<file path="src/rtl/tmr_regs_pkg.sv">
package tmr_regs_pkg;
  localparam int NUM_CH = 3;
  localparam int MODE_W = 3;

  typedef enum logic [1:0] {
    ACC_LATCH = 2'd0,
    ACC_LO    = 2'd1,
    ACC_HI    = 2'd2,
    ACC_WORD  = 2'd3
  } acc_e;

  typedef struct packed {
    logic [1:0]        sel;
    acc_e              acc;
    logic [MODE_W-1:0] mode;
    logic              bcd;
  } ctrl_t;

  // Codes 6 and 7 alias modes 2 and 3.
  function automatic logic [MODE_W-1:0] fold_mode(input logic [MODE_W-1:0] m);
    return (m[2] && m[1]) ? {1'b0, m[1:0]} : m;
  endfunction
endpackage

</file>
<file path="src/rtl/tmr_ctl_decode.sv">
module tmr_ctl_decode
  import tmr_regs_pkg::*;
#(
  parameter int BYTE_W = 8
) (
  input  logic              wr_en,
  input  logic [1:0]        addr,
  input  logic [BYTE_W-1:0] wdata,
  output logic [NUM_CH-1:0] cfg_we,
  output logic [NUM_CH-1:0] data_we,
  output logic [NUM_CH-1:0] cnt_lat_req,
  output logic [NUM_CH-1:0] st_lat_req,
  output acc_e              new_acc,
  output logic [MODE_W-1:0] new_mode,
  output logic              new_bcd
);
  ctrl_t cw;
  logic  is_ctrl, is_rb;

  assign cw       = ctrl_t'(wdata[7:0]);
  assign is_ctrl  = wr_en && (addr == 2'd3);
  assign is_rb    = (cw.sel == 2'd3);
  assign new_acc  = cw.acc;
  assign new_mode = fold_mode(cw.mode);
  assign new_bcd  = cw.bcd;

  for (genvar i = 0; i < NUM_CH; i++) begin : g_dec
    logic hit;
    assign hit            = (cw.sel == 2'(i));
    assign data_we[i]     = wr_en && (addr == 2'(i));
    assign cfg_we[i]      = is_ctrl && !is_rb && hit && (cw.acc != ACC_LATCH);
    assign cnt_lat_req[i] = is_ctrl && (is_rb ? (wdata[i+1] && !wdata[5])
                                              : (hit && cw.acc == ACC_LATCH));
    assign st_lat_req[i]  = is_ctrl && is_rb && wdata[i+1] && !wdata[4];
  end
endmodule

</file>
<file path="src/rtl/tmr_chan_regs.sv">
module tmr_chan_regs
  import tmr_regs_pkg::*;
#(
  parameter int BYTE_W = 8,
  localparam int CNT_W = 2 * BYTE_W
) (
  input  logic              clk,
  input  logic              rst_n,
  input  logic              cfg_we,
  input  acc_e              new_acc,
  input  logic [MODE_W-1:0] new_mode,
  input  logic              new_bcd,
  input  logic              data_we,
  input  logic [BYTE_W-1:0] wbyte,
  input  logic              cnt_lat_req,
  input  logic              st_lat_req,
  input  logic              rd_sel,
  input  logic [CNT_W-1:0]  live,
  input  logic              out_lvl,
  output logic              load_stb,
  output logic [CNT_W-1:0]  load_val,
  output logic [MODE_W-1:0] mode_q,
  output logic              bcd_q,
  output logic [BYTE_W-1:0] rbyte
);
  acc_e              acc_q;
  acc_e              lat_q;   // ACC_LATCH encodes "nothing latched"
  logic              wtog_q, rtog_q, st_pend_q;
  logic [BYTE_W-1:0] hold_q, st_q;
  logic [CNT_W-1:0]  lat_val_q;

  always_ff @(posedge clk) begin
    if (!rst_n) begin
      acc_q     <= ACC_WORD;
      mode_q    <= '0;
      bcd_q     <= 1'b0;
      wtog_q    <= 1'b0;
      rtog_q    <= 1'b0;
      hold_q    <= '0;
      lat_q     <= ACC_LATCH;
      lat_val_q <= '0;
      st_pend_q <= 1'b0;
      st_q      <= '0;
      load_stb  <= 1'b0;
      load_val  <= '0;
    end else begin
      load_stb <= 1'b0;
      if (cfg_we) begin
        acc_q  <= new_acc;
        mode_q <= new_mode;
        bcd_q  <= new_bcd;
        wtog_q <= 1'b0;
        rtog_q <= 1'b0;
      end
      if (data_we) begin
        unique case (acc_q)
          ACC_LO: begin
            load_val <= {{BYTE_W{1'b0}}, wbyte};
            load_stb <= 1'b1;
          end
          ACC_HI: begin
            load_val <= {wbyte, {BYTE_W{1'b0}}};
            load_stb <= 1'b1;
          end
          ACC_WORD: begin
            if (!wtog_q) begin
              hold_q <= wbyte;
              wtog_q <= 1'b1;
            end else begin
              load_val <= {wbyte, hold_q};
              load_stb <= 1'b1;
              wtog_q   <= 1'b0;
            end
          end
          default: ;
        endcase
      end
      if (cnt_lat_req && lat_q == ACC_LATCH) begin
        lat_val_q <= live;
        lat_q     <= acc_q;
      end
      if (st_lat_req && !st_pend_q) begin
        st_q      <= {out_lvl, 1'b0, acc_q, mode_q, bcd_q};
        st_pend_q <= 1'b1;
      end
      if (rd_sel) begin
        if (st_pend_q)               st_pend_q <= 1'b0;
        else if (lat_q == ACC_WORD)  lat_q <= ACC_HI;
        else if (lat_q != ACC_LATCH) lat_q <= ACC_LATCH;
        else if (acc_q == ACC_WORD)  rtog_q <= ~rtog_q;
      end
    end
  end

  always_comb begin
    if (st_pend_q)
      rbyte = st_q;
    else if (lat_q != ACC_LATCH)
      rbyte = (lat_q == ACC_HI) ? lat_val_q[CNT_W-1:BYTE_W] : lat_val_q[BYTE_W-1:0];
    else if (acc_q == ACC_HI || (acc_q == ACC_WORD && rtog_q))
      rbyte = live[CNT_W-1:BYTE_W];
    else
      rbyte = live[BYTE_W-1:0];
  end
endmodule

</file>
<file path="src/rtl/tmr_ctl_regs.sv">
module tmr_ctl_regs
  import tmr_regs_pkg::*;
#(
  parameter int BYTE_W = 8,
  localparam int CNT_W = 2 * BYTE_W
) (
  input  logic                     clk,
  input  logic                     rst_n,
  input  logic                     wr_en,
  input  logic                     rd_en,
  input  logic [1:0]               addr,
  input  logic [BYTE_W-1:0]        wdata,
  output logic [BYTE_W-1:0]        rdata,
  output logic [NUM_CH-1:0]        load_stb,
  output logic [NUM_CH*CNT_W-1:0]  load_val,
  output logic [NUM_CH*MODE_W-1:0] mode_o,
  output logic [NUM_CH-1:0]        bcd_o,
  input  logic [NUM_CH*CNT_W-1:0]  live_cnt,
  input  logic [NUM_CH-1:0]        cnt_out
);
  logic [NUM_CH-1:0] cfg_we, data_we, cnt_lat_req, st_lat_req;
  acc_e              new_acc;
  logic [MODE_W-1:0] new_mode;
  logic              new_bcd;
  logic              rd_eff;
  logic [BYTE_W-1:0] rbyte [NUM_CH];

  assign rd_eff = rd_en && !wr_en;

  tmr_ctl_decode #(.BYTE_W(BYTE_W)) dec_i (
    .wr_en, .addr, .wdata,
    .cfg_we, .data_we, .cnt_lat_req, .st_lat_req,
    .new_acc, .new_mode, .new_bcd
  );

  for (genvar i = 0; i < NUM_CH; i++) begin : g_ch
    tmr_chan_regs #(.BYTE_W(BYTE_W)) ch_i (
      .clk, .rst_n,
      .cfg_we      (cfg_we[i]),
      .new_acc, .new_mode, .new_bcd,
      .data_we     (data_we[i]),
      .wbyte       (wdata),
      .cnt_lat_req (cnt_lat_req[i]),
      .st_lat_req  (st_lat_req[i]),
      .rd_sel      (rd_eff && addr == 2'(i)),
      .live        (live_cnt[i*CNT_W +: CNT_W]),
      .out_lvl     (cnt_out[i]),
      .load_stb    (load_stb[i]),
      .load_val    (load_val[i*CNT_W +: CNT_W]),
      .mode_q      (mode_o[i*MODE_W +: MODE_W]),
      .bcd_q       (bcd_o[i]),
      .rbyte       (rbyte[i])
    );
  end

  always_comb begin
    rdata = '0;
    for (int i = 0; i < NUM_CH; i++)
      if (rd_eff && addr == 2'(i)) rdata = rbyte[i];
  end
endmodule

</file>
<file path="config.mk">
export PLATFORM = sky130hd
export DESIGN_NAME = tmr_ctl_regs
export DESIGN_NICKNAME = d
export VERILOG_FILES = /design/src/rtl/tmr_regs_pkg.sv /design/src/rtl/tmr_ctl_decode.sv /design/src/rtl/tmr_chan_regs.sv /design/src/rtl/tmr_ctl_regs.sv
export SDC_FILE = /design/constraint.sdc
export NUM_CORES = 1
export LEC_CHECK = 0
export ABC_AREA = 1
export BUFFER_PORTS_ARGS = -buffer_cell sky130_fd_sc_hd__buf_2
export CORE_MARGIN = 4
export CORE_UTILIZATION = 33
export CTS_BUF_LIST = sky130_fd_sc_hd__clkbuf_8
export DETAILED_ROUTE_END_ITERATION = 8
export HOLD_SLACK_MARGIN = 0.02
export MAX_ROUTING_LAYER = met4
export SKIP_CTS_REPAIR_TIMING = 1
export SLEW_MARGIN = 25
export SYNTH_ARGS = -nofsm -noshare
export SYNTH_HDL_FRONTEND = slang
export SYNTH_SLANG_ARGS = --single-unit
</file>
<file path="constraint.sdc">
create_clock -name clk -period 1.6 [get_ports clk]
set_input_delay 0 -clock clk [delete_from_list [all_inputs] [get_ports clk]]
set_output_delay 0 -clock clk [all_outputs]
set_load 0.05 [all_outputs]
</file>
* Yosys cells after proc, flatten, opt, wreduce, memory -nomap -nowiden
Cells that the tools add are included.
** Word-level totals
- Word-level logic and storage cells :: 227
- Bits in registers :: 177
** Cells by class
- Mux-type cells :: 85
- Equality and inequality tests :: 24
- Bitwise operators :: 6
- Reductions and logical operators :: 76
** Operator list (number)
- one-hot mux 16 bit (3 select lines) :: 3
- 2-to-1 mux 8 bit :: 15
- 2-to-1 mux 16 bit :: 3
- 2-to-1 mux 1 bit :: 45
- logical AND 1 bit :: 41
- == test 2 bit (second input constant) :: 16
- 2-to-1 mux 2 bit :: 15
- AND reduction 3 bit :: 6
- zero test 2 bit :: 6
- == test 2 x 1 -> 1 bit (second input constant) :: 5
- nonzero test 3 bit :: 3
- nonzero test 2 bit :: 4
- zero test 1 bit :: 7
- != test 2 x 1 -> 1 bit (second input constant) :: 3
- inverter 1 bit :: 6
- one-hot mux 1 bit (2 select lines) :: 3
- AND reduction 2 bit :: 3
- OR reduction 2 bit :: 3
- logical OR 1 bit :: 3
- 2-to-1 mux 3 bit :: 1

* Logic depth before layout (Yosys ltp)
Gate-level depths: netlist of run 1.
- Depth after elaboration :: 11
- Depth in mapped cells :: 10
- Gate-level depth less buffers :: 10

* Hierarchy
From an unflattened synthesis of run 1, not the netlist that was laid out.
** Unflattened totals
- Cell total of the unflattened synthesis :: 1271
- Area, all modules :: 8669.6 sq um
** Modules (own cells, without submodules)
- tmr_chan_regs at g_ch[1].ch_i ... :: times used 2, cells each 394, area an instance 2700.1 sq um, sequential area each 1181.1 sq um
- tmr_chan_regs at g_ch[0].ch_i :: times used 1, cells each 394, area an instance 2781.4 sq um, sequential area each 1181.1 sq um
- tmr_ctl_decode :: times used 1, cells each 44, area an instance 247.7 sq um, sequential area each 0.0 sq um
- tmr_ctl_regs :: times used 1, cells each 45, area an instance 240.2 sq um, sequential area each 0.0 sq um

* Worst setup path after synthesis of run 1
Ideal clock, no wire load.
- Path kind :: register -> output
- Start point :: reg g_ch[2].ch_i.acc_q[0]
- End point :: out rdata[6]
- Path buffers :: 1
- Required time :: 1.600 ns
- Slack :: -0.167 ns
- Stages on the path, launching flop included :: 10
- Arrival :: 1.767 ns
- Cells stage by stage :: dfxtp_1 ha_1 buf_4 nand2_1 nand2_1 nand2_1 nand2_1 o21ai_0 nand2_1 nand3_1
** On the way
- Cells in the longest elaborated chain, start to end :: 7
- Elaborated cells on any way between the ends :: 8
** Ends and longest elaborated chain
- from (decl) :: line tmr_chan_regs.sv:26 : acc_e acc_q;
- from (signal assigned) :: line tmr_chan_regs.sv:49 : acc_q <= new_acc;
- == test 2 bit :: line tmr_chan_regs.sv:100 : else if (acc_q == ACC_HI || (acc_q == ACC_WORD && rtog_q))
- logical AND 1 bit :: line tmr_chan_regs.sv:100
- logical OR 1 bit * :: line tmr_chan_regs.sv:100
- 2-to-1 mux 8 bit * :: line tmr_chan_regs.sv:100
- 2-to-1 mux 8 bit * :: line tmr_chan_regs.sv:98 : else if (lat_q != ACC_LATCH)
- 2-to-1 mux 8 bit * :: line tmr_chan_regs.sv:96 : if (st_pend_q)
- 2-to-1 mux 8 bit * :: line tmr_ctl_regs.sv:59 : if (rd_eff && addr == 2'(i)) rdata = rbyte[i];
- to (decl) :: line tmr_ctl_regs.sv:13 : output logic [BYTE_W-1:0] rdata,
Every way passes the cells marked *; elsewhere a longest branch is shown, timed or not.

* Worst setup path in the final report of run 1
- Start point :: reg g_ch[0].ch_i.acc_q[1]
- End point :: out rdata[0]
** On the way
- Cells in the longest elaborated chain, start to end :: 9
- Elaborated cells on any way between the ends :: 10
** Ends and longest elaborated chain (line)
- from (decl) :: tmr_chan_regs.sv:26
- from (signal assigned) :: tmr_chan_regs.sv:49
- == test 2 bit :: tmr_chan_regs.sv:100
- logical AND 1 bit :: tmr_chan_regs.sv:100
- logical OR 1 bit * :: tmr_chan_regs.sv:100
- 2-to-1 mux 8 bit * :: tmr_chan_regs.sv:100
- 2-to-1 mux 8 bit * :: tmr_chan_regs.sv:98
- 2-to-1 mux 8 bit * :: tmr_chan_regs.sv:96
- 2-to-1 mux 8 bit * (3 in series) :: tmr_ctl_regs.sv:59
Marks and branches as above.

==> key figures, run 1 <==
Placement
  • GPL Wtd Cong: 0.889
  • Setup Slack @ Placement: -0.207 ns
  • Placed cell area: 0.00985 mm^2
  • Placed wire-length estimate: 19.6 mm
  • Placed instance count: 1,726
  • Port Buffers: 135

Clock tree
  • Clock Sinks: 177
  • CTS tree: built
  • CTS buffer count: 17
  • CTS root buf: clkbuf_8
  • CTS Buffer Depth: 2
  • Clock-pin slew on the worst setup and hold paths: 0.10 ns
  • CTS H-tree lvls: 4
  • Clock Latency Late Sink: 0.47 ns

Critical path
  • Slowest-stage cell, CP: dfxtp_4
  • Critical-path cell list: ha_4 -> nand2_4 -> buf_8 -> nand3_2 -> nand3_2 -> nand2_1 -> nand2_1 -> nand2_2 -> nand3_4 -> buf_8
  • Reg-to-Reg End: g_ch[2].ch_i.load_val[13]
  • CP endpoint: rdata[0]
  • Critical R2R Launch: g_ch[2].ch_i.acc_q[1]
  • CP delay by family, top: simple AND/OR/NAND/NOR gates
  • Crit path buf inv count: 2
  • Max stage delay on crit path: 0.41 ns
  • Cells on worst reg2reg path: 9
  • Critical Path AT: 1.91 ns
  • Crit path max fanout: 8
  • Element type at the critical path end: primary output
  • Critical path origin: g_ch[0].ch_i.acc_q[1]
  • WS Path Type: reg -> out
  • CP required: 1.60 ns
  • Startpoint types: flop
  • Path length in cells of the critical path: 10
  • R2r setup slk: -0.04 ns

Cells and area
  • Multi-input gate area: 0.00457 mm^2
  • Share of post-route cells with drive strength above 1: 28.8%
  • Nets: 1,571
  • Final instance area: 0.0120 mm^2
  • Finished Layout Cells: 1,840
  • Area delta synth->final: 43.1%
  • Sequential cell area: 0.00357 mm^2
  • Layout fillers: 2,559
  • N_diodes: 0

GRT
  • Initial antenna violation count: 0
  • GRT Total Usage: 19.2%
  • Total congestion overflow: 0
  • Largest net degree at the start of global routing: 61
  • Vias in the first global route: 7,830
  • First-pass GRT wire length: 42.3 mm

Pwr
  • Peak supply drop: 412 uV
  • Cell Pwr Density: 796 mW/mm^2
  • Total power: 9.56 mW
  • P_leak: 5.50 nW

Die
  • Die height: 167 um
  • Die W: 167 um
  • Initial Utilization: 33.4%
  • Core Area: 0.0251 mm^2
  • Die area: 0.0280 mm^2
  • # rows: 58
  • Top Ports: 136

Synth
  • Post-Syn Nets: 1,315
  • Mapped Avg Cell Area: 6.76 um^2
  • Mapped Cells: 1,241
  • Sequential area share after synthesis: 42.2%
  • Synth Warn #: 0
  • Synth unique cells: 32
  • Post-Synthesis Cell Area: 0.00839 mm^2
  • Yosys reg bits: 177

STA
  • Rel. slew slack: 65.0%
  • PnR worst setup slack: -0.306 ns
  • Worst slew pin tran: 0.524 ns
  • RSZ-0062 raised after global routing: yes
  • Max-slew violations: 0
  • Fmax: 525 MHz
  • Crit path time final: 1.91 ns
  • Final setup skew: 0.0148 ns
  • Crit share post-route: 119%
  • Hold Fails Final Rpt: 0
  • Final setup viols: 21
  • Final TNS setup: -2.39 ns

Detailed routing
  • DR pass1 iterations: 6
  • DR vias: 8,967
  • Routed Antenna Nets: 0
  • Via density per instance: 4.87
  • Routed WL: 28.6 mm
  • Routed len/inst: 15.5 um
  • Drc violations: 0
  • Drt initial violations: 804

Run status
  • Status: finished, violations left
  • Violated checks: negative setup slack

Worst hold path
  • Worst hold path type: in -> reg

Job
  • MaxCap Viol Count: 0
==> cell families after synthesis <==
group / after synthesis / synth area share (%)
AND/OR/NAND/NOR: 580 / 28.9
AO/OA/AOI/OAI: 261 / 16.5
buffers and inverters: 214 / 11.0
flip-flops: 177 / 42.2
adder cells (fa/ha/maj): 9 / 1.34
==> how the worst min path moves through the flow <==
stage	slack, ns	depth (start not counted)	from	to
6_report	0.06	4	wr_en	g_ch[1].ch_i.load_stb
5_1_grt	0.07	4	wr_en	g_ch[1].ch_i.load_stb
4_1_cts	-0.25	3	live_cnt[41]	g_ch[2].ch_i.lat_val_q[9]
3_5_place_dp	0.26	3	live_cnt[41]	g_ch[2].ch_i.lat_val_q[9]
3_3_place_gp	0.24	3	live_cnt[41]	g_ch[2].ch_i.lat_val_q[9]
2_1_floorplan	0.13	2	live_cnt[0]	g_ch[0].ch_i.lat_val_q[0]
==> sequential cells by signal, summed over array words and instances, names as in the netlist <==
name                 cells
g_ch.ch_i.st_pend_q      3
g_ch.ch_i.wtog_q         3
g_ch.ch_i.mode_q         9
g_ch.ch_i.load_stb       3
g_ch.ch_i.hold_q        24
g_ch.ch_i.rtog_q         3
g_ch.ch_i.load_val      48
g_ch.ch_i.acc_q          6
g_ch.ch_i.bcd_q          3
g_ch.ch_i.lat_val_q     48
g_ch.ch_i.lat_q          6
g_ch.ch_i.st_q          21
==> routing by layer <==
| metal | global-route usage [%] | routed length [um] |
|---|---|---|
| met5 | - | 0 |
| met4 | 3.67 | 453 |
| met3 | 3.31 | 1660 |
| met2 | 30.4 | 13500 |
| met1 | 26.0 | 13000 |
==> synth_stat cells (all sizes together) <==
cell type,count,area (um^2)
a21oi,103,515
a31oi,7,43.8
nand2,252,956
clkbuf,25,96.3
nand3b,10,75.1
o211ai,8,60.1
nand4,4,25.0
ha,9,113
a22oi,8,60.1
inv,142,533
nor3,5,41.3
dfxtp,177,3540
nand3,95,485
buf,36,248
nor4,3,18.8
o21ai,119,607
o22ai,16,100
nor2,211,827
clkinv,11,45.0
==> cell usage in the layout (no fill, tap or decap), types with 6 or more instances in the layout <==
cell / synthesis / final
inv_4: 0 / 6
nor2_1: 203 / 200
ha_4: 0 / 8
dfxtp_4: 0 / 7
a31oi_1: 7 / 7
nand2_4: 0 / 6
clkbuf_8: 0 / 17
a21oi_1: 103 / 92
a21oi_2: 0 / 11
o22ai_1: 16 / 15
buf_2: 18 / 126
o21ai_0: 115 / 80
nand2_1: 248 / 215
buf_6: 6 / 16
nor2_4: 3 / 7
inv_1: 135 / 127
o21ai_1: 1 / 16
buf_4: 12 / 71
nand3_1: 93 / 60
nand2_2: 4 / 31
inv_6: 0 / 8
nand3b_1: 10 / 10
dlygate4sd3_1: 0 / 61
nand3_4: 0 / 7
nand3_2: 2 / 28
o211ai_1: 8 / 8
dfxtp_1: 177 / 168
buf_12: 0 / 7
buf_8: 0 / 11
o21ai_2: 3 / 22
inv_2: 7 / 9
==> worst min-delay path, cell delays in order <==
cell     delay (ns)
buf_2          0.16
nand3_1        0.13
nor4_1         0.07
buf_4          0.13
==> stage by stage <==
stage / utilization (%) / hold WS (ns)
after detailed placement: 39.2 / 0.259
final: 47.8 / 0.0593
after CTS: 41.1 / -0.251
after global placement: 39.2 / 0.241
after global routing: 47.8 / 0.0680
after floorplan: - / 0.135
==> where the power goes <==
group / switching, mW / internal (mW) / total [mW]
clock network: 1.82 / 1.92 / 3.74
registers: 0.0449 / 4.47 / 4.51
logic: 0.775 / 0.533 / 1.31
total: 2.64 / 6.92 / 9.56
==> final cells by class <==
cell class,instances,share of cell area [%]
clock inverters,15,2.03
well taps,330,3.44
clock buffers,17,1.95
repair buffers,296,19.6
multi-input cells,851,38.0
inverters,153,5.12
repair inverters,1,0.0625
flip-flops and latches,177,29.7
Note: power is estimated with default switching activity, not from simulation.
==> run 2, diff against run 1 <==
--- a/config.mk
+++ b/config.mk
@@ -7,12 +7,15 @@
 export LEC_CHECK = 0
 export ABC_AREA = 1
 export BUFFER_PORTS_ARGS = -buffer_cell sky130_fd_sc_hd__buf_2
+export CELL_PAD_IN_SITES_DETAIL_PLACEMENT = 1
+export CELL_PAD_IN_SITES_GLOBAL_PLACEMENT = 2
 export CORE_MARGIN = 4
-export CORE_UTILIZATION = 33
+export CORE_UTILIZATION = 29
 export CTS_BUF_LIST = sky130_fd_sc_hd__clkbuf_8
 export DETAILED_ROUTE_END_ITERATION = 8
 export HOLD_SLACK_MARGIN = 0.02
 export MAX_ROUTING_LAYER = met4
+export PLACE_DENSITY_LB_ADDON = 0.1
 export SKIP_CTS_REPAIR_TIMING = 1
 export SLEW_MARGIN = 25
 export SYNTH_ARGS = -nofsm -noshare
==> run 2 against run 1 <==
Compared with the run above:
- core utilization shrank 6.2 points
- hold slack lost 0.046 ns
- clock-buffer cell count grew 1
- the flow still finishes with violations (negative setup slack)
- fmax shrank 0.13%
- combinational power is essentially flat
- clock power shrank 11%
- register-to-register slack lost 0.06 ns
- critical path depth is the same
- first-iteration DRC count shrank 49%
- via count shrank 0.90%
==> key figures, run 2 (synthesis gave the netlist of run 1 again) <==
STA
  • Worst slew pin tran: 0.393 ns (-0.130 ns)
  • Final setup viols: 24 (+14%)
  • Fmax: 524 MHz (-0.13%)
  • Final TNS setup: -3.35 ns (-0.955 ns)
  • Crit share post-route: 119% (+0.16 points)
  • Rel. slew slack: 73.7% (+8.7 points)
  • PnR worst setup slack: -0.308 ns (-0.00256 ns)
  • Max-slew violations: 0 (unchanged)
  • Hold Fails Final Rpt: 0 (unchanged)
  • Crit path time final: 1.91 ns (+0.00256 ns)
  • RSZ-0062 raised after global routing: yes
  • Final setup skew: 0.0244 ns (+0.00961 ns)

Critical path
  • Startpoint types: flop
  • Critical Path AT: 1.91 ns (about the same)
  • Crit path max fanout: 5 (-3)
  • CP required: 1.60 ns (about the same)
  • WS Path Type: reg -> out
  • Element type at the critical path end: primary output

Detailed routing
  • Drc violations: 0 (unchanged)
  • Via density per instance: 4.69 (-3.7%)
  • Routed len/inst: 16.5 um (+6.3%)
  • Routed WL: 31.3 mm (+9.4%)
  • DR vias: 8,886 (-0.90%)
  • Routed Antenna Nets: 0 (unchanged)
  • Drt initial violations: 411 (-49%)
  • DR pass1 iterations: 5 (-1)

Die
  • Top Ports: 136 (unchanged)
  • Core Area: 0.0286 mm^2 (+14%)
  • Initial Utilization: 29.3% (-4.1 points)
  • Die height: 178 um (+6.4%)
  • Die area: 0.0317 mm^2 (+13%)
  • Die W: 178 um (+6.4%)
  • # rows: 62 (+6.9%)

Run status
  • Violated checks: negative setup slack
  • Status: finished, violations left

Cells and area
  • Finished Layout Cells: 1,894 (+2.9%)
  • Regs by FF count: g_ch.ch_i.lat_val_q: 48 flops, g_ch.ch_i.load_val: 48 flops, g_ch.ch_i.hold_q: 24 flops
  • Sequential cell area: 0.00357 mm^2 (-0.11%)
  • Area delta synth->final: 42.1%
  • Nets: 1,571 (unchanged)
  • Share of post-route cells with drive strength above 1: 27.8% (-0.99 points)
  • Layout fillers: 3,599 (+41%)
  • N_diodes: 0 (unchanged)
  • Multi-input gate area: 0.00449 mm^2 (-1.7%)
  • Commonest non-fill, non-tap cell in the layout: nand2_1
  • Most frequent cells in the layout: 205 x nand2_1, 195 x nor2_1, 169 x dfxtp_1

Clock tree
  • CTS H-tree lvls: 4 (unchanged)
  • Clock Sinks: 177 (unchanged)
  • CTS tree: built
  • Clock Latency Late Sink: 0.48 ns (about the same)
  • Clock-pin slew on the worst setup and hold paths: 0.11 ns (about the same)
  • CTS buffer count: 17 (unchanged)
  • CTS Buffer Depth: 2 (unchanged)
  • CTS root buf: clkbuf_8

Pwr
  • Cell Pwr Density: 770 mW/mm^2 (-3.3%)
  • Total power: 9.18 mW (-4.0%)
  • Peak supply drop: 531 uV (+29%)
  • P_leak: 5.50 nW (-0.10%)

Placement
  • Placed instance count: 1,791 (+3.8%)
  • Placed wire-length estimate: 22.4 mm (+14%)
  • GPL Wtd Cong: 0.838 (-5.7%)
  • Port Buffers: 135 (unchanged)
  • Setup Slack @ Placement: -0.174 ns (+0.0331 ns)

GRT
  • Largest net degree at the start of global routing: 76 (+25%)
  • Initial antenna violation count: 0 (unchanged)
  • Vias in the first global route: 8,627 (+10%)
  • GRT Total Usage: 19.8% (+0.64 points)
  • First-pass GRT wire length: 47.6 mm (+12%)
  • Total congestion overflow: 0 (unchanged)

Job
  • MaxCap Viol Count: 0 (unchanged)

Worst hold path
  • Worst hold path type: in -> reg
run 2: changes by cell type in the layout (fill, tap and decap cells not counted), moves of 5 or more:
cell,before,now
o21ai_0,80,86
a22oi_2,5,0
o21ai_1,16,21
nor2_2,4,10
buf_6,16,8
a21oi_1,92,101
o21ai_2,22,12
nor2_1,200,195
buf_4,71,77
nand2_2,31,39
a22oi_1,3,8
nand2_1,215,205
buf_12,7,15
a21oi_2,11,1
run 2: area by class of cell:
cell class | instances | area share (%)
multi-input combinational | 850 | 37.6
tap | 384 | 4.03
clock inverter | 14 | 1.29
inverter | 153 | 5.21
sequential | 177 | 29.9
clock buffer | 18 | 2.08
timing repair buffer | 298 | 19.8
run 2: worst max-delay path: stages (launching register included):
cell and delay, ns:
dfxtp_4 0.38, ha_4 0.17, nand2_2 0.09, nand2_4 0.08, buf_6 0.13, nand2_2 0.05
nand3_2 0.05, nand2_1 0.10, nand3_2 0.11, nand3_2 0.10, buf_8 0.15
run 2: path summary, 6_finish.rpt:
kind	cells past startpoint	end	from	slack, ns
worst min register to register	2	g_ch[2].ch_i.st_q[0]	g_ch[2].ch_i.st_q[0]	0.46
worst max-delay path	10	rdata[4]	g_ch[2].ch_i.acc_q[0]	-0.31
worst max register to register	9	g_ch[2].ch_i.load_val[10]	g_ch[2].ch_i.acc_q[0]	-0.10
worst min-delay path	4	g_ch[2].ch_i.st_pend_q	addr[1]	0.01
run 2: through the flow:
stage	instance area, um^2	hold WS (ns)	util, %
6_report	11900	0.0132	41.7
5_1_grt	11900	0.0275	41.7
4_1_cts	10500	-0.287	36.6
3_5_place_dp	10100	0.254	35.2
3_3_place_gp	10100	0.242	35.2
2_1_floorplan	8430	0.135	-
run 2: report_power, final:
group | total, mW | leakage (nW) | switching [mW] | internal, mW
registers | 4.51 | 1.43 | 0.0446 | 4.47
clock network | 3.33 | 0.208 | 1.87 | 1.46
logic | 1.34 | 3.86 | 0.792 | 0.546
total | 9.18 | 5.50 | 2.71 | 6.47
run 2: metal layers:
layer	up-vias	global-route usage, %	wire length [um]
met3	24	2.90	999
met1	4235	27.2	15100
met4	0	4.42	392
met5	-	-	0
li1	4490	-	-
met2	137	31.0	14800
==> run 3, diff against run 2 <==
--- a/config.mk
+++ b/config.mk
@@ -11,7 +11,7 @@
 export CELL_PAD_IN_SITES_GLOBAL_PLACEMENT = 2
 export CORE_MARGIN = 4
 export CORE_UTILIZATION = 29
-export CTS_BUF_LIST = sky130_fd_sc_hd__clkbuf_8
+export CTS_BUF_LIST = sky130_fd_sc_hd__clkbuf_2
 export DETAILED_ROUTE_END_ITERATION = 8
 export HOLD_SLACK_MARGIN = 0.02
 export MAX_ROUTING_LAYER = met4
==> run 3 against run 2 <==
Compared with the run above:
- the flow finishes with violations (negative hold slack, negative setup slack)
- via count up 3.8%
- first-iteration DRC count is 4.6% higher
- sequential power about the same
- global-route usage barely moved
- sequential cell count unchanged
- fmax fell by 16%
- highest routed layer unchanged
==> key figures, run 3 (synthesis gave the netlist of run 1 again) <==
Run status
  • Status: finished, violations left
  • Violated checks: negative hold slack, negative setup slack

Cells and area
  • Nets: 1,639 (+4.3%)
  • Finished Layout Cells: 1,964 (+3.7%)
  • Most frequent cells in the layout: 200 x nand2_1, 188 x nor2_1, 150 x dfxtp_1
  • Regs by FF count: g_ch.ch_i.lat_val_q: 48 flops, g_ch.ch_i.load_val: 48 flops, g_ch.ch_i.hold_q: 24 flops
  • End-of-flow core utilization: 44.3% (+2.6 points)
  • Commonest non-fill, non-tap cell in the layout: nand2_1
  • Final instance area: 0.0127 mm^2 (+6.2%)
  • Area delta synth->final: 50.9%
  • Share of post-route cells with drive strength above 1: 29.6% (+1.8 points)

Die
  • Top Ports: 136 (unchanged)
  • Die area: 0.0317 mm^2 (unchanged)
  • # rows: 62 (unchanged)
  • Die height: 178 um (unchanged)
  • Die W: 178 um (unchanged)
  • Initial Utilization: 29.3% (unchanged)
  • Core Area: 0.0286 mm^2 (unchanged)

STA
  • Final TNS setup: -7.27 ns (-3.92 ns)
  • Crit share post-route: 142% (+23 points)
  • Hold Fails Final Rpt: 6 (+6)
  • PnR worst setup slack: -0.677 ns (-0.369 ns)
  • Max-slew violations: 0 (unchanged)
  • Hold Slack: -0.302 ns (-0.316 ns)
  • RSZ-0062 raised after global routing: yes
  • Final setup skew: 0.0723 ns (+0.0480 ns)
  • Rel. slew slack: 66.4% (-7.3 points)
  • Crit path time final: 2.28 ns (+0.369 ns)
  • Fmax: 439 MHz (-16%)
  • Final setup viols: 40 (+67%)
  • Worst slew pin tran: 0.504 ns (+0.111 ns)

Critical path
  • Startpoint types: input port
  • Crit path buf inv count: 6 (+4)
  • Cell mode on critical path: nand2_1
  • Slowest-stage cell, CP: dlygate4sd3_1
  • WS Path Type: in -> out
  • Critical R2R Launch: g_ch[2].ch_i.acc_q[0]
  • Critical Path AT: 2.28 ns (+0.37 ns)
  • Crit path max fanout: 4 (-1)
  • Max stage delay on crit path: 0.64 ns (+0.26 ns)
  • Critical path origin: addr[0]
  • Critical-path cell list: buf_2 -> dlygate4sd3_1 -> inv_1 -> nand2_1 -> nor2_2 -> dlygate4sd3_1 -> nand2_1 -> inv_1 -> nand2_1 -> nand3_2 -> buf_8
  • CP required: 1.60 ns (about the same)
  • Cells on worst reg2reg path: 10 (+1)
  • Element type at the critical path end: primary output
  • Path length in cells of the critical path: 11 (+1)
  • CP delay by family, top: buffers and inverters

Pwr
  • Pint: 5.90 mW (-8.9%)
  • Cell Pwr Density: 677 mW/mm^2 (-12%)
  • Net Sw Power: 2.68 mW (-1.1%)
  • Peak supply drop: 445 uV (-16%)
  • Reg power frac: 52.9% (+3.7 points)
  • Fraction of power spent switching nets: 31.2% (+1.7 points)
  • Clock share of power: 29.9% (-6.3 points)
  • P_leak: 5.72 nW (+4.0%)
  • Gate power share: 17.2% (+2.6 points)
  • Total power: 8.58 mW (-6.6%)

GRT
  • Vias in the first global route: 8,618 (-0.10%)
  • Initial antenna violation count: 2 (+2)
  • Largest net degree at the start of global routing: 76 (unchanged)
  • First-pass GRT wire length: 47.6 mm (unchanged)
  • Total congestion overflow: 0 (unchanged)
  • GRT Total Usage: 19.8% (about the same)

Clock tree
  • Clock Sinks: 177 (unchanged)
  • CTS H-tree lvls: 4 (unchanged)
  • Clock-pin slew on the worst setup and hold paths: 0.26 ns (+0.15 ns)
  • Clock Latency Late Sink: 0.81 ns (+0.33 ns)
  • CTS root buf: clkbuf_2
  • CTS tree: built
  • CTS buffer count: 17 (unchanged)
  • CTS Buffer Depth: 2 (unchanged)

Detailed routing
  • Routed Antenna Nets: 0 (unchanged)
  • Routed len/inst: 16.7 um (+1.1%)
  • DR vias: 9,222 (+3.8%)
  • Routed WL: 32.8 mm (+4.8%)
  • DR pass1 iterations: 5 (unchanged)
  • Via density per instance: 4.70 (about the same)
  • Drt initial violations: 430 (+4.6%)
  • Drc violations: 0 (unchanged)

Job
  • MaxCap Viol Count: 0 (unchanged)

Placement
  • Placed cell area: 0.0101 mm^2 (unchanged)
  • Placed wire-length estimate: 22.4 mm (unchanged)
  • Placed instance count: 1,791 (unchanged)
  • GPL Wtd Cong: 0.838 (unchanged)
  • Port Buffers: 135 (unchanged)
  • Setup Slack @ Placement: -0.174 ns (unchanged)

Worst hold path
  • Worst hold path type: in -> reg
  • WHS Path Cells: 4 (unchanged)
  • Min-delay src: rd_en
[run 3: cell type report]
class / count / area [um^2]
Antenna cell: 2 / 5.00
Clock buffer: 18 / 90.1
Clock inverter: 14 / 154
Fill cell: 3579 / 16000
Inverter: 153 / 626
Multi-Input combinational cell: 850 / 4570
Sequential cell: 177 / 3590
Tap cell: 384 / 480
Timing Repair Buffer: 366 / 3150
[run 3: worst register-to-register path, cell delays in order (launching register included)]
cell        delay (ns)
dfxtp_4           0.43
ha_4              0.17
buf_6             0.12
buf_12            0.13
clkinv_8          0.04
nor2_4            0.04
nor3_4            0.22
buf_12            0.17
clkinvlp_4        0.19
nand2_1           0.10
a21oi_1           0.06
[run 3: final timing paths]
kind / end / slack, ns
worst min-delay path: g_ch[2].ch_i.st_pend_q / -0.30
worst max-delay path: rdata[6] / -0.68
worst max register to register: g_ch[2].ch_i.load_val[10] / -0.19
worst min register to register: g_ch[2].ch_i.st_q[4] / 0.47
[run 3: routing by layer]
layer | vias to the layer above | wire length, um | global-route usage, %
met5 | - | 0 | -
met1 | 4422 | 15700 | 27.3
met2 | 146 | 15700 | 31.1
met4 | 0 | 272 | 3.45
li1 | 4632 | - | -
met3 | 22 | 1010 | 3.29
[run 3: power by group through the flow]
| stage | registers, mW | clock network [mW] | logic (mW) |
|---|---|---|---|
| 2_1_floorplan | 4.65 | 0 | 0.574 |
| 3_3_place_gp | 4.62 | 0 | 1.07 |
| 3_5_place_dp | 4.62 | 0 | 1.07 |
| 4_1_cts | 4.55 | 2.69 | 1.08 |
| 5_1_grt | 4.56 | 2.86 | 1.61 |
| 6_report | 4.54 | 2.56 | 1.47 |
